## src/rtl/dual_lvl_fifo_pkg.sv

```systemverilog
package dual_lvl_fifo_pkg;
  typedef enum logic [2:0] {
    LVL_RSV0 = 3'd0,
    LVL_Q1   = 3'd1,
    LVL_HALF = 3'd2,
    LVL_Q3   = 3'd3,
    LVL_RSV4 = 3'd4,
    LVL_EDGE = 3'd5,
    LVL_RSV6 = 3'd6,
    LVL_ONE  = 3'd7
  } lvl_code_e;

  typedef enum logic {
    SIDE_RX = 1'b0,
    SIDE_TX = 1'b1
  } side_e;
endpackage

```

## src/rtl/dlf_fifo.sv

```systemverilog
module dlf_fifo #(
  parameter int DW    = 32,
  parameter int DEPTH = 8,
  parameter int CW    = $clog2(DEPTH + 1)
) (
  input  logic          clk_i,
  input  logic          rst_ni,
  input  logic          flush_i,
  input  logic          push_i,
  input  logic [DW-1:0] data_i,
  input  logic          pop_i,
  output logic [DW-1:0] head_o,
  output logic [CW-1:0] cnt_o,
  output logic          full_o,
  output logic          empty_o,
  output logic          push_ok_o,
  output logic          pop_ok_o
);
  localparam int AW = (DEPTH > 1) ? $clog2(DEPTH) : 1;
  localparam logic [AW-1:0] LAST = AW'(DEPTH - 1);
  localparam logic [CW-1:0] FULL_CNT = CW'(DEPTH);

  logic [DW-1:0] mem_q [DEPTH];
  logic [AW-1:0] wr_ptr_q, rd_ptr_q;
  logic [CW-1:0] cnt_q;

  function automatic logic [AW-1:0] ptr_inc(input logic [AW-1:0] p);
    return (p == LAST) ? '0 : p + 1'b1;
  endfunction

  assign full_o    = (cnt_q == FULL_CNT);
  assign empty_o   = (cnt_q == '0);
  assign cnt_o     = cnt_q;
  assign head_o    = mem_q[rd_ptr_q];
  assign pop_ok_o  = pop_i && !empty_o && !flush_i;
  // a pop in the same cycle frees the slot a full fifo needs
  assign push_ok_o = push_i && (!full_o || pop_ok_o) && !flush_i;

  always_ff @(posedge clk_i) begin
    if (push_ok_o) mem_q[wr_ptr_q] <= data_i;
  end

  always_ff @(posedge clk_i or negedge rst_ni) begin
    if (!rst_ni) begin
      wr_ptr_q <= '0;
      rd_ptr_q <= '0;
      cnt_q    <= '0;
    end else if (flush_i) begin
      wr_ptr_q <= '0;
      rd_ptr_q <= '0;
      cnt_q    <= '0;
    end else begin
      if (push_ok_o) wr_ptr_q <= ptr_inc(wr_ptr_q);
      if (pop_ok_o)  rd_ptr_q <= ptr_inc(rd_ptr_q);
      case ({push_ok_o, pop_ok_o})
        2'b10:   cnt_q <= cnt_q + 1'b1;
        2'b01:   cnt_q <= cnt_q - 1'b1;
        default: cnt_q <= cnt_q;
      endcase
    end
  end
endmodule

```

## src/rtl/dlf_lvl_trig.sv

```systemverilog
module dlf_lvl_trig
  import dual_lvl_fifo_pkg::*;
#(
  parameter side_e SIDE  = SIDE_RX,
  parameter int    DEPTH = 8,
  parameter int    CW    = $clog2(DEPTH + 1)
) (
  input  logic          clk_i,
  input  logic          rst_ni,
  input  logic [2:0]    code_i,
  input  logic [CW-1:0] cnt_i,
  output logic          evt_o
);
  localparam logic [CW-1:0] TH_Q1   = CW'(DEPTH / 4);
  localparam logic [CW-1:0] TH_HALF = CW'(DEPTH / 2);
  localparam logic [CW-1:0] TH_Q3   = CW'((3 * DEPTH) / 4);
  localparam logic [CW-1:0] TH_FULL = CW'(DEPTH);
  // empty fifo sits inside every TX region and outside every RX region
  localparam logic HIT_RST = (SIDE == SIDE_TX);

  logic hit, hit_q;

  generate
    if (SIDE == SIDE_RX) begin : g_rx
      always_comb begin
        case (lvl_code_e'(code_i))
          LVL_Q1:   hit = (cnt_i >= TH_Q1);
          LVL_Q3:   hit = (cnt_i >= TH_Q3);
          LVL_EDGE: hit = (cnt_i == TH_FULL);
          LVL_ONE:  hit = (cnt_i != '0);
          default:  hit = (cnt_i >= TH_HALF);
        endcase
      end
    end else begin : g_tx
      always_comb begin
        case (lvl_code_e'(code_i))
          LVL_Q1:   hit = (cnt_i <= TH_Q3);
          LVL_Q3:   hit = (cnt_i <= TH_Q1);
          LVL_EDGE: hit = (cnt_i == '0);
          LVL_ONE:  hit = (cnt_i != TH_FULL);
          default:  hit = (cnt_i <= TH_HALF);
        endcase
      end
    end
  endgenerate

  always_ff @(posedge clk_i or negedge rst_ni) begin
    if (!rst_ni) hit_q <= HIT_RST;
    else         hit_q <= hit;
  end

  assign evt_o = hit && !hit_q;
endmodule

```

## src/rtl/dual_lvl_fifo.sv

```systemverilog
module dual_lvl_fifo
  import dual_lvl_fifo_pkg::*;
#(
  parameter int DW    = 32,
  parameter int DEPTH = 8
) (
  input  logic          clk_i,
  input  logic          rst_ni,
  input  logic          ptr_rst_i,
  input  logic [2:0]    rx_lvl_sel_i,
  input  logic [2:0]    tx_lvl_sel_i,
  input  logic          cpu_tx_wr_i,
  input  logic [DW-1:0] cpu_tx_wdata_i,
  output logic [DW-1:0] cpu_tx_rdata_o,
  input  logic          cpu_rx_rd_i,
  output logic [DW-1:0] cpu_rx_rdata_o,
  input  logic          eng_tx_pop_i,
  output logic [DW-1:0] eng_tx_data_o,
  input  logic          eng_rx_push_i,
  input  logic [DW-1:0] eng_rx_data_i,
  output logic          rx_lvl_evt_o,
  output logic          tx_lvl_evt_o,
  output logic          rx_ovf_evt_o,
  output logic          tx_empty_evt_o,
  output logic          rx_not_full_o,
  output logic          rx_empty_o,
  output logic          tx_not_full_o,
  output logic          tx_empty_o
);
  localparam int CW = $clog2(DEPTH + 1);
  localparam logic [CW-1:0] ONE_LEFT = CW'(1);

  logic [DW-1:0] rx_head;
  logic [CW-1:0] rx_cnt, tx_cnt;
  logic          rx_full, rx_empty, rx_push_ok, rx_pop_ok;
  logic          tx_full, tx_empty, tx_push_ok, tx_pop_ok;
  logic [DW-1:0] rx_last_q, tx_last_q;
  logic          ovf_q, drain_q;

  dlf_fifo #(.DW(DW), .DEPTH(DEPTH), .CW(CW)) u_tx_fifo (
    .clk_i     (clk_i),
    .rst_ni    (rst_ni),
    .flush_i   (ptr_rst_i),
    .push_i    (cpu_tx_wr_i),
    .data_i    (cpu_tx_wdata_i),
    .pop_i     (eng_tx_pop_i),
    .head_o    (eng_tx_data_o),
    .cnt_o     (tx_cnt),
    .full_o    (tx_full),
    .empty_o   (tx_empty),
    .push_ok_o (tx_push_ok),
    .pop_ok_o  (tx_pop_ok)
  );

  dlf_fifo #(.DW(DW), .DEPTH(DEPTH), .CW(CW)) u_rx_fifo (
    .clk_i     (clk_i),
    .rst_ni    (rst_ni),
    .flush_i   (ptr_rst_i),
    .push_i    (eng_rx_push_i),
    .data_i    (eng_rx_data_i),
    .pop_i     (cpu_rx_rd_i),
    .head_o    (rx_head),
    .cnt_o     (rx_cnt),
    .full_o    (rx_full),
    .empty_o   (rx_empty),
    .push_ok_o (rx_push_ok),
    .pop_ok_o  (rx_pop_ok)
  );

  dlf_lvl_trig #(.SIDE(SIDE_RX), .DEPTH(DEPTH), .CW(CW)) u_rx_trig (
    .clk_i  (clk_i),
    .rst_ni (rst_ni),
    .code_i (rx_lvl_sel_i),
    .cnt_i  (rx_cnt),
    .evt_o  (rx_lvl_evt_o)
  );

  dlf_lvl_trig #(.SIDE(SIDE_TX), .DEPTH(DEPTH), .CW(CW)) u_tx_trig (
    .clk_i  (clk_i),
    .rst_ni (rst_ni),
    .code_i (tx_lvl_sel_i),
    .cnt_i  (tx_cnt),
    .evt_o  (tx_lvl_evt_o)
  );

  always_ff @(posedge clk_i or negedge rst_ni) begin
    if (!rst_ni) begin
      rx_last_q <= '0;
      tx_last_q <= '0;
      ovf_q     <= 1'b0;
      drain_q   <= 1'b0;
    end else begin
      if (rx_pop_ok)  rx_last_q <= rx_head;
      if (tx_push_ok) tx_last_q <= cpu_tx_wdata_i;
      // refused push outside a flush can only mean a full fifo
      ovf_q   <= eng_rx_push_i && !rx_push_ok && !ptr_rst_i;
      drain_q <= tx_pop_ok && !tx_push_ok && (tx_cnt == ONE_LEFT);
    end
  end

  assign cpu_rx_rdata_o = rx_last_q;
  assign cpu_tx_rdata_o = tx_last_q;
  assign rx_ovf_evt_o   = ovf_q;
  assign tx_empty_evt_o = drain_q;
  assign rx_not_full_o  = !rx_full;
  assign rx_empty_o     = rx_empty;
  assign tx_not_full_o  = !tx_full;
  assign tx_empty_o     = tx_empty;
endmodule

```

## config.mk

```make
export PLATFORM = sky130hd
export DESIGN_NAME = dual_lvl_fifo
export DESIGN_NICKNAME = d
export VERILOG_FILES = /design/src/rtl/dual_lvl_fifo_pkg.sv /design/src/rtl/dlf_fifo.sv /design/src/rtl/dlf_lvl_trig.sv /design/src/rtl/dual_lvl_fifo.sv
export SDC_FILE = /design/constraint.sdc
export NUM_CORES = 1
export LEC_CHECK = 0
export ABC_AREA = 1
export BUFFER_PORTS_ARGS = -buffer_cell sky130_fd_sc_hd__buf_2
export CORE_ASPECT_RATIO = 1.4
export CORE_UTILIZATION = 54
export DETAILED_ROUTE_END_ITERATION = 7
export PLACE_DENSITY = 0.76
export SKIP_LAST_GASP = 1
export SYNTH_ARGS = -nofsm -noshare
export SYNTH_HDL_FRONTEND = slang
export SYNTH_SLANG_ARGS = --single-unit
```

## constraint.sdc

```tcl
create_clock -name clk_i -period 3 [get_ports clk_i]
set_input_delay 0.9 -clock clk_i [delete_from_list [all_inputs] [get_ports clk_i]]
set_output_delay 0.9 -clock clk_i [all_outputs]
set_load 0.005 [all_outputs]
```

=== Word level (Yosys, flattened, before mapping) ===
Memory sizes are Yosys's and may differ from the RTL's. A register that Yosys moved wholly into a read port is not among the register bits.
Index checks and enable logic that the tools add are counted.

* Register bits: 56
* Bits in writable memories: 512
* Bits of input ports: 77
* Output and inout port bits: 104
* Logic and storage cells: 104
* Memories kept: 2

* $add $sub $neg: 8
* $lt $le $gt $ge: 6
* Eq/ne operators: 20
* Multiplexer cells: 22
* Reductions and logical operators: 35

{| class="wikitable"
|+ Memory list
! name !! words !! width !! rd ports !! clocked after memory_dff !! write ports !! RTL line !! RTL
|-
| u_rx_fifo.mem_q || 8 || 32 || 1 || 1 || 1 || dlf_fifo.sv:23 || <nowiki>logic [DW-1:0] mem_q [DEPTH];</nowiki>
|-
| u_tx_fifo.mem_q || 8 || 32 || 1 || 0 || 1 || dlf_fifo.sv:23 ||
|}

{| class="wikitable"
|+ Operator list
! cell !! number
|-
| 3-bit two-way mux || 12
|-
| 3-bit equality test, second input constant || 8
|-
| 4-bit case mux with 2 select lines || 2
|-
| 1-bit logical AND || 14
|-
| 3-bit by 1-bit adder with 3-bit output, second input constant || 4
|-
| 1-bit logical NOT || 10
|-
| 4-bit by 1-bit adder with 4-bit output, second input constant || 2
|-
| 4-bit equality test, second input constant || 2
|-
| 4-bit by 3-bit greater-or-equal comparator with 1-bit output, second input constant || 2
|-
| 4-bit by 3-bit less-or-equal comparator with 1-bit output, second input constant || 2
|-
| 4-bit logical NOT || 2
|-
| 4-bit two-way mux || 2
|-
| 1-bit case mux with 4 select lines || 2
|-
| 2-bit nonzero test || 4
|-
| 4-bit by 1-bit subtractor with 4-bit output, second input constant || 2
|-
| 3-bit by 1-bit equality test with 1-bit output, second input constant || 2
|-
| 3-bit by 2-bit equality test with 1-bit output, second input constant || 2
|-
| 3-bit nonzero test || 2
|-
| 2-bit by 1-bit equality test with 1-bit output, second input constant || 2
|-
| 2-bit equality test, second input constant || 2
|-
| 4-bit by 1-bit equality test with 1-bit output, second input constant || 1
|-
| 4-bit by 2-bit greater-or-equal comparator with 1-bit output, second input constant || 1
|-
| 4-bit by 2-bit less-or-equal comparator with 1-bit output, second input constant || 1
|-
| 1-bit two-way mux || 4
|-
| 3 further kinds || 4
|}

=== Longest topological paths before layout ===
* Depth in word-level cells: 10
* Mapped depth: 12
* Mapped depth without buffers: 12

=== Modules after synthesis ===
Synthesis repeated with hierarchy kept, for this count alone.

* Cells, all modules: 2006
* Area total of the unflattened synthesis: 24473.5 um2

{| class="wikitable"
|+ By module, submodules not included
! module !! times used !! cells each !! area each (um2)
|-
| dlf_fifo (u_rx_fifo) || 1 || 818 || 10734.0
|-
| dlf_fifo (u_tx_fifo) || 1 || 859 || 10702.8
|-
| dual_lvl_fifo || 1 || 282 || 2792.7
|-
| dlf_lvl_trig (u_rx_trig) || 1 || 29 || 135.1
|-
| dlf_lvl_trig (u_tx_trig) || 1 || 18 || 108.9
|}

=== Least setup slack after synthesis ===
No wires, ideal clock.

* Kind: input port to flip-flop
* Start: input ptr_rst_i
* End: memory u_rx_fifo.mem_q[0][0] (enable)
* Arrival: 2.938 ns
* Required time: 2.579 ns
* Path slack: -0.359 ns
* Stages: 7
* Path buffers: 0
* Path through: inv_2 nand3_2 inv_2 o21ai_2 nor2_2 nand2_1 nor2_1

* Word-level cells in the longest chain between the ends: 7

{| class="wikitable"
|+ Ends and longest elaborated chain
! what !! RTL line !! RTL
|-
| from (decl) || dual_lvl_fifo.sv:9 || <nowiki>input logic ptr_rst_i,</nowiki>
|-
| 1-bit logical NOT (*) || dlf_fifo.sv:35, dlf_fifo.sv:37 ||
|-
| 1-bit logical AND || dlf_fifo.sv:35 || <nowiki>assign pop_ok_o = pop_i && !empty_o && !flush_i;</nowiki>
|-
| 1-bit logical OR || dlf_fifo.sv:37 || <nowiki>assign push_ok_o = push_i && (!full_o || pop_ok_o) && !flush_i;</nowiki>
|-
| 1-bit logical AND || dlf_fifo.sv:37 ||
|-
| 1-bit logical AND (*) || dlf_fifo.sv:37 ||
|-
| 1-bit two-way mux (*) || dlf_fifo.sv:40 || <nowiki>if (push_ok_o) mem_q[wr_ptr_q] <= data_i;</nowiki>
|-
| 1-bit two-way mux (implied by the code) (*) || dlf_fifo.sv:40 ||
|-
| to (decl) || dlf_fifo.sv:23 ||
|}

Mark *: on every way between the ends. The rest lies on a longest branch, timed or not.

=== Final worst setup path ===
* Start: register u_tx_fifo.rd_ptr_q[0]
* End: output eng_tx_data_o[3]

* Word-level cells in the longest chain between the ends: 1

{| class="wikitable"
|+ Ends and longest elaborated chain
! what !! RTL line !! RTL
|-
| from (decl) || dlf_fifo.sv:24 || <nowiki>logic [AW-1:0] wr_ptr_q, rd_ptr_q;</nowiki>
|-
| from (signal assigned) || dlf_fifo.sv:54 || <nowiki>if (pop_ok_o) rd_ptr_q <= ptr_inc(rd_ptr_q);</nowiki>
|-
| memory 8 x 32 bit || n/a ||
|-
| to (decl) || dual_lvl_fifo.sv:18 || <nowiki>output logic [DW-1:0] eng_tx_data_o,</nowiki>
|}

Every way passes these cells.

==> load_flow_metrics.sql <==
INSERT INTO impl_metrics (metric_group, metric, value, unit) VALUES
('run_status', 'run_status', 'complete, but fails checks', ''),
('run_status', 'failing_checks', 'setup timing', ''),
('final_layout', 'fillers', '2891', ''),
('timing', 'rsz0062_at_grt', 'yes', ''),
('routing', 'wl_per_cell', '22.11', 'µm'),
('final_layout', 'layout-area-overhead-vs-synth', '19.53', '%'),
('clock_network', 'cts_hold_buf', '0', ''),
('timing', 'fin_setup_tns', '-1.512', 'ns'),
('logic_synthesis', 'synth_fp_nets', '1921', ''),
('timing', 'setup_ws', '-0.1129', 'ns'),
('timing', 'timing.final.hold_violations', '0', ''),
('global_routing', 'grt_antenna_before_repair', '9', ''),
('routing', 'final_antenna_net_count', '0', ''),
('place', 'post-place-ws', '0.1843', 'ns'),
('worst_setup_path', 'critPathCaptureType', 'output port', ''),
('clock_network', 'h-tree-depth', '2', ''),
('floorplan', 'design.die.area', '0.04409', 'mm²'),
('routing', 'dr_total_vias', '15807', ''),
('worst_setup_path', 'crit_required', '2.10', 'ns'),
('place', 'gp_congestion', '0.8134', ''),
('global_routing', 'groute.usage.overall', '25.04', '%'),
('floorplan', 'dieHeight', '248.0', 'µm'),
('final_layout', 'final_common_cell', 'sky130_fd_sc_hd__edfxtp_1', ''),
('hold_path', 'hold_path_class', 'in -> async', ''),
('worst_setup_path', 'r2r_setup_slack', '0.68', 'ns'),
('timing', 'fin_worst_skew', '0.01567', 'ns'),
('floorplan', 'dieWidth', '177.7', 'µm'),
('place', 'hpwl', '29770', 'µm'),
('pwr', 'power_leakage', '0.01028', 'µW'),
('logic_synthesis', 'netlist_instances', '1830', ''),
('pwr', 'power_per_cell_area', '831.7', 'mW/mm²'),
('logic_synthesis', 'number_of_warnings_issued_by_yosys', '0', ''),
('clock_network', 'tritoncts_clock_tree', 'done', ''),
('worst_setup_path', 'crit_path_start_kind', 'flop', ''),
('routing', 'detail_route.wirelength', '58090', 'µm'),
('global_routing', 'wire_length_of_the_first_global_routing_pass', '83380', 'µm'),
('worst_setup_path', 'reg2reg_to', 'u_rx_fifo.mem_q[7][28]', ''),
('clock_network', 'cts_num_sinks', '600', ''),
('logic_synthesis', 'avgSynthCellArea', '12.76', 'µm²'),
('final_layout', 'final_core_util', '65.78', '%'),
('flow_run', 'drv_cap', '0', ''),
('final_layout', 'layout_cell_share_with_drive_strength_beyond_1', '19.98', '%'),
('clock_network', 'clkSlewWorstSetupHoldPaths', '0.06', 'ns'),
('logic_synthesis', 'postSynthRegisterBits', '600', ''),
('global_routing', 'grt.overflow.total', '0', ''),
('floorplan', 'core_rows', '89', ''),
('routing', 'vias_per_cell', '6.015', ''),
('clock_network', 'clockBufferDepth', '3', ''),
('timing', 'finalSetupViolCount', '28', ''),
('place', 'port-buffer-count', '180', ''),
('timing', 'worst-slew-pin-transition', '0.7307', 'ns'),
('routing', 'drt-pass1-iter-count', '6', ''),
('routing', 'drt_iter0_markers', '1660', ''),
('logic_synthesis', 'synth.lib_cells_used.distinct', '37', ''),
('timing', 'clock.fmax', '0.3212', 'GHz'),
('worst_setup_path', 'worst-r2r-cell-count', '9', ''),
('global_routing', 'pin_count_of_the_biggest_net_entering_global_routing', '130', ''),
('pwr', 'max-vdd-ir-drop', '0.6486', 'mV'),
('routing', 'drt_drc_violations_left', '0', ''),
('timing', 'timing.final.crit_period', '3.113', 'ns'),
('worst_setup_path', 'cp_data_arrival_time', '2.21', 'ns'),
('worst_setup_path', 'timing_worst_setup_path_type', 'reg -> out', ''),
('timing', 'maxSlewViolCount', '0', ''),
('global_routing', 'via_count_of_the_first_global_routing_pass', '15489', ''),
('clock_network', 'cts_made_buffers', '54', ''),
('logic_synthesis', 'synth_area', '0.02335', 'mm²'),
('timing', 'worst_slew_margin_rel', '51.28', '%'),
('final_layout', 'most-common-layout-cells', 'sky130_fd_sc_hd__edfxtp_1, sky130_fd_sc_hd__nor2_1, sky130_fd_sc_hd__o21ai_0', ''),
('floorplan', 'coreArea', '0.04243', 'mm²'),
('clock_network', 'cts_root_buffer', 'sky130_fd_sc_hd__clkbuf_16', ''),
('floorplan', 'initial_core_util', '55.04', '%'),
('clock_network', 'insertion_delay', '0.59', 'ns'),
('worst_setup_path', 'critical_path.max_fanout', '6', ''),
('floorplan', 'pin_count', '181', ''),
('final_layout', 'nets', '2122', ''),
('worst_setup_path', 'reg2reg_from', 'u_rx_fifo.cnt_o[0]', ''),
('logic_synthesis', 'synth_seq_area_share', '75.28', '%'),
('timing', 'timing.final.crit_share', '103.8', '%');
## synthesized netlist by cell type (all sizes together)
| cell type | count | share of area, % |
|---|---|---|
| o221ai | 58 | 2.2 |
| o211ai | 7 | 0.23 |
| dfstp | 1 | 0.11 |
| a31oi | 32 | 0.86 |
| inv | 32 | 0.51 |
| o21bai | 1 | 0.032 |
| nand3 | 45 | 1.0 |
| nand2 | 211 | 3.4 |
| o31ai | 1 | 0.032 |
| buf | 35 | 0.70 |
| edfxtp | 512 | 66 |
| clkbuf | 77 | 1.2 |
| o22ai | 41 | 1.1 |
| nor2b | 1 | 0.027 |
| ha | 14 | 0.75 |
| dfrtp | 87 | 9.3 |
| nand3b | 1 | 0.032 |
| a2bb2oi | 1 | 0.038 |
| a21oi | 7 | 0.15 |
| nor2 | 382 | 6.2 |
| o21a | 1 | 0.032 |
| o21ai | 272 | 5.8 |
| xnor2 | 1 | 0.038 |
| a21o | 1 | 0.032 |
| xor2 | 5 | 0.19 |
| or2 | 2 | 0.054 |
| nor3 | 1 | 0.021 |
| nand4 | 1 | 0.027 |
## through the flow
step	hold WS, ns	area [µm²]	std cells	total power [µW]
finish	0.2979	27910	2628	23210
global route	0.3214	27910	2626	24180
CTS	0.3084	27410	2602	22570
detailed placement	0.4540	25260	2488	15090
global placement	0.4502	25260	2488	14870
floorplan	0.4645	23370	1830	13090
## critical path, stage by stage, from the launching register on
cell                       delay (ns)
sky130_fd_sc_hd__dfrtp_4         0.56
sky130_fd_sc_hd__clkinv_8        0.11
sky130_fd_sc_hd__buf_12          0.14
sky130_fd_sc_hd__buf_12          0.12
sky130_fd_sc_hd__o21ai_0         0.09
sky130_fd_sc_hd__o22ai_1         0.17
sky130_fd_sc_hd__nor2_1          0.06
sky130_fd_sc_hd__a31oi_1         0.22
sky130_fd_sc_hd__buf_2           0.16
## worst max path at each step
stage | start | endpoint | slack (ns) | depth (start not counted)
after floorplan | ptr_rst_i | u_rx_fifo.mem_q[0][0] | -0.36 | 7
after global placement | ptr_rst_i | u_tx_fifo.mem_q[2][5] | 0.26 | 10
after detailed placement | ptr_rst_i | u_tx_fifo.mem_q[2][3] | 0.18 | 10
after CTS | u_tx_fifo.rd_ptr_q[0] | eng_tx_data_o[5] | -0.12 | 8
after global routing | u_tx_fifo.rd_ptr_q[0] | eng_tx_data_o[0] | -0.21 | 7
final | u_tx_fifo.rd_ptr_q[0] | eng_tx_data_o[3] | -0.11 | 8
## where the power goes
part	switching, µW	total, µW	internal [µW]
Combinational	3830	6320	2490
Sequential	285	9840	9560
Clock	3010	7050	4050
## routing by layer
layer | up-vias | share of wire [%] | global-route usage (%)
met5 | - | 0.086 | 0
met4 | 8 | 4.4 | 12.32
met3 | 180 | 7.9 | 4.090
met2 | 839 | 53 | 45.26
met1 | 7736 | 35 | 28.69
li1 | 7044 | - | -
## flip-flops by register name, indices dropped and copies added (netlist names)
signal	cells
cpu_tx_rdata_o	32
cpu_rx_rdata_o	32
tx_empty_evt_o	1
u_rx_trig.hit_q	1
u_rx_fifo.rd_ptr_q	3
u_tx_fifo.wr_ptr_q	3
u_rx_fifo.wr_ptr_q	3
u_tx_fifo.cnt_o	4
u_rx_fifo.mem_q	256
u_tx_fifo.mem_q	256
u_tx_trig.hit_q	1
u_rx_fifo.cnt_o	4
u_tx_fifo.rd_ptr_q	3
rx_ovf_evt_o	1
## cell families (layout without fill, tap and decap cells)
kind of cell             count (synthesis)  after routing  synth area share, %
AND/OR/NAND/NOR                        644            644                10.78
flip-flops                             600            600                75.28
AO/OA/AOI/OAI                          422            422                10.52
buffers and inverters                  144            391                2.449
adder cells (fa/ha/maj)                 14             14               0.7502
XOR/XNOR                                 6              6               0.2251
other                                    0              5                    0
## layout make-up
cell class | count | area [µm²] | share of cell area, %
multi-input cells | 1086 | 5484 | 19.65
well taps | 546 | 683.2 | 2.448
inverters | 32 | 136.4 | 0.4886
clock inverters | 36 | 377.9 | 1.354
flip-flops and latches | 600 | 17590 | 63.02
repair buffers | 257 | 2182 | 7.818
diodes | 5 | 12.51 | 0.04483
clock buffers | 66 | 1446 | 5.182
## repair_timing
action | 4_1_cts | 5_1_grt
buffers inserted | 5 | 13
hold endpoints to repair | 0 | 0
pin swaps | 3 | 47
cloned | 7 | 12
resized for setup | 19 | 77
endpoints found under the setup margin | 33 | 33
Power figures use the tool's default switching activity.
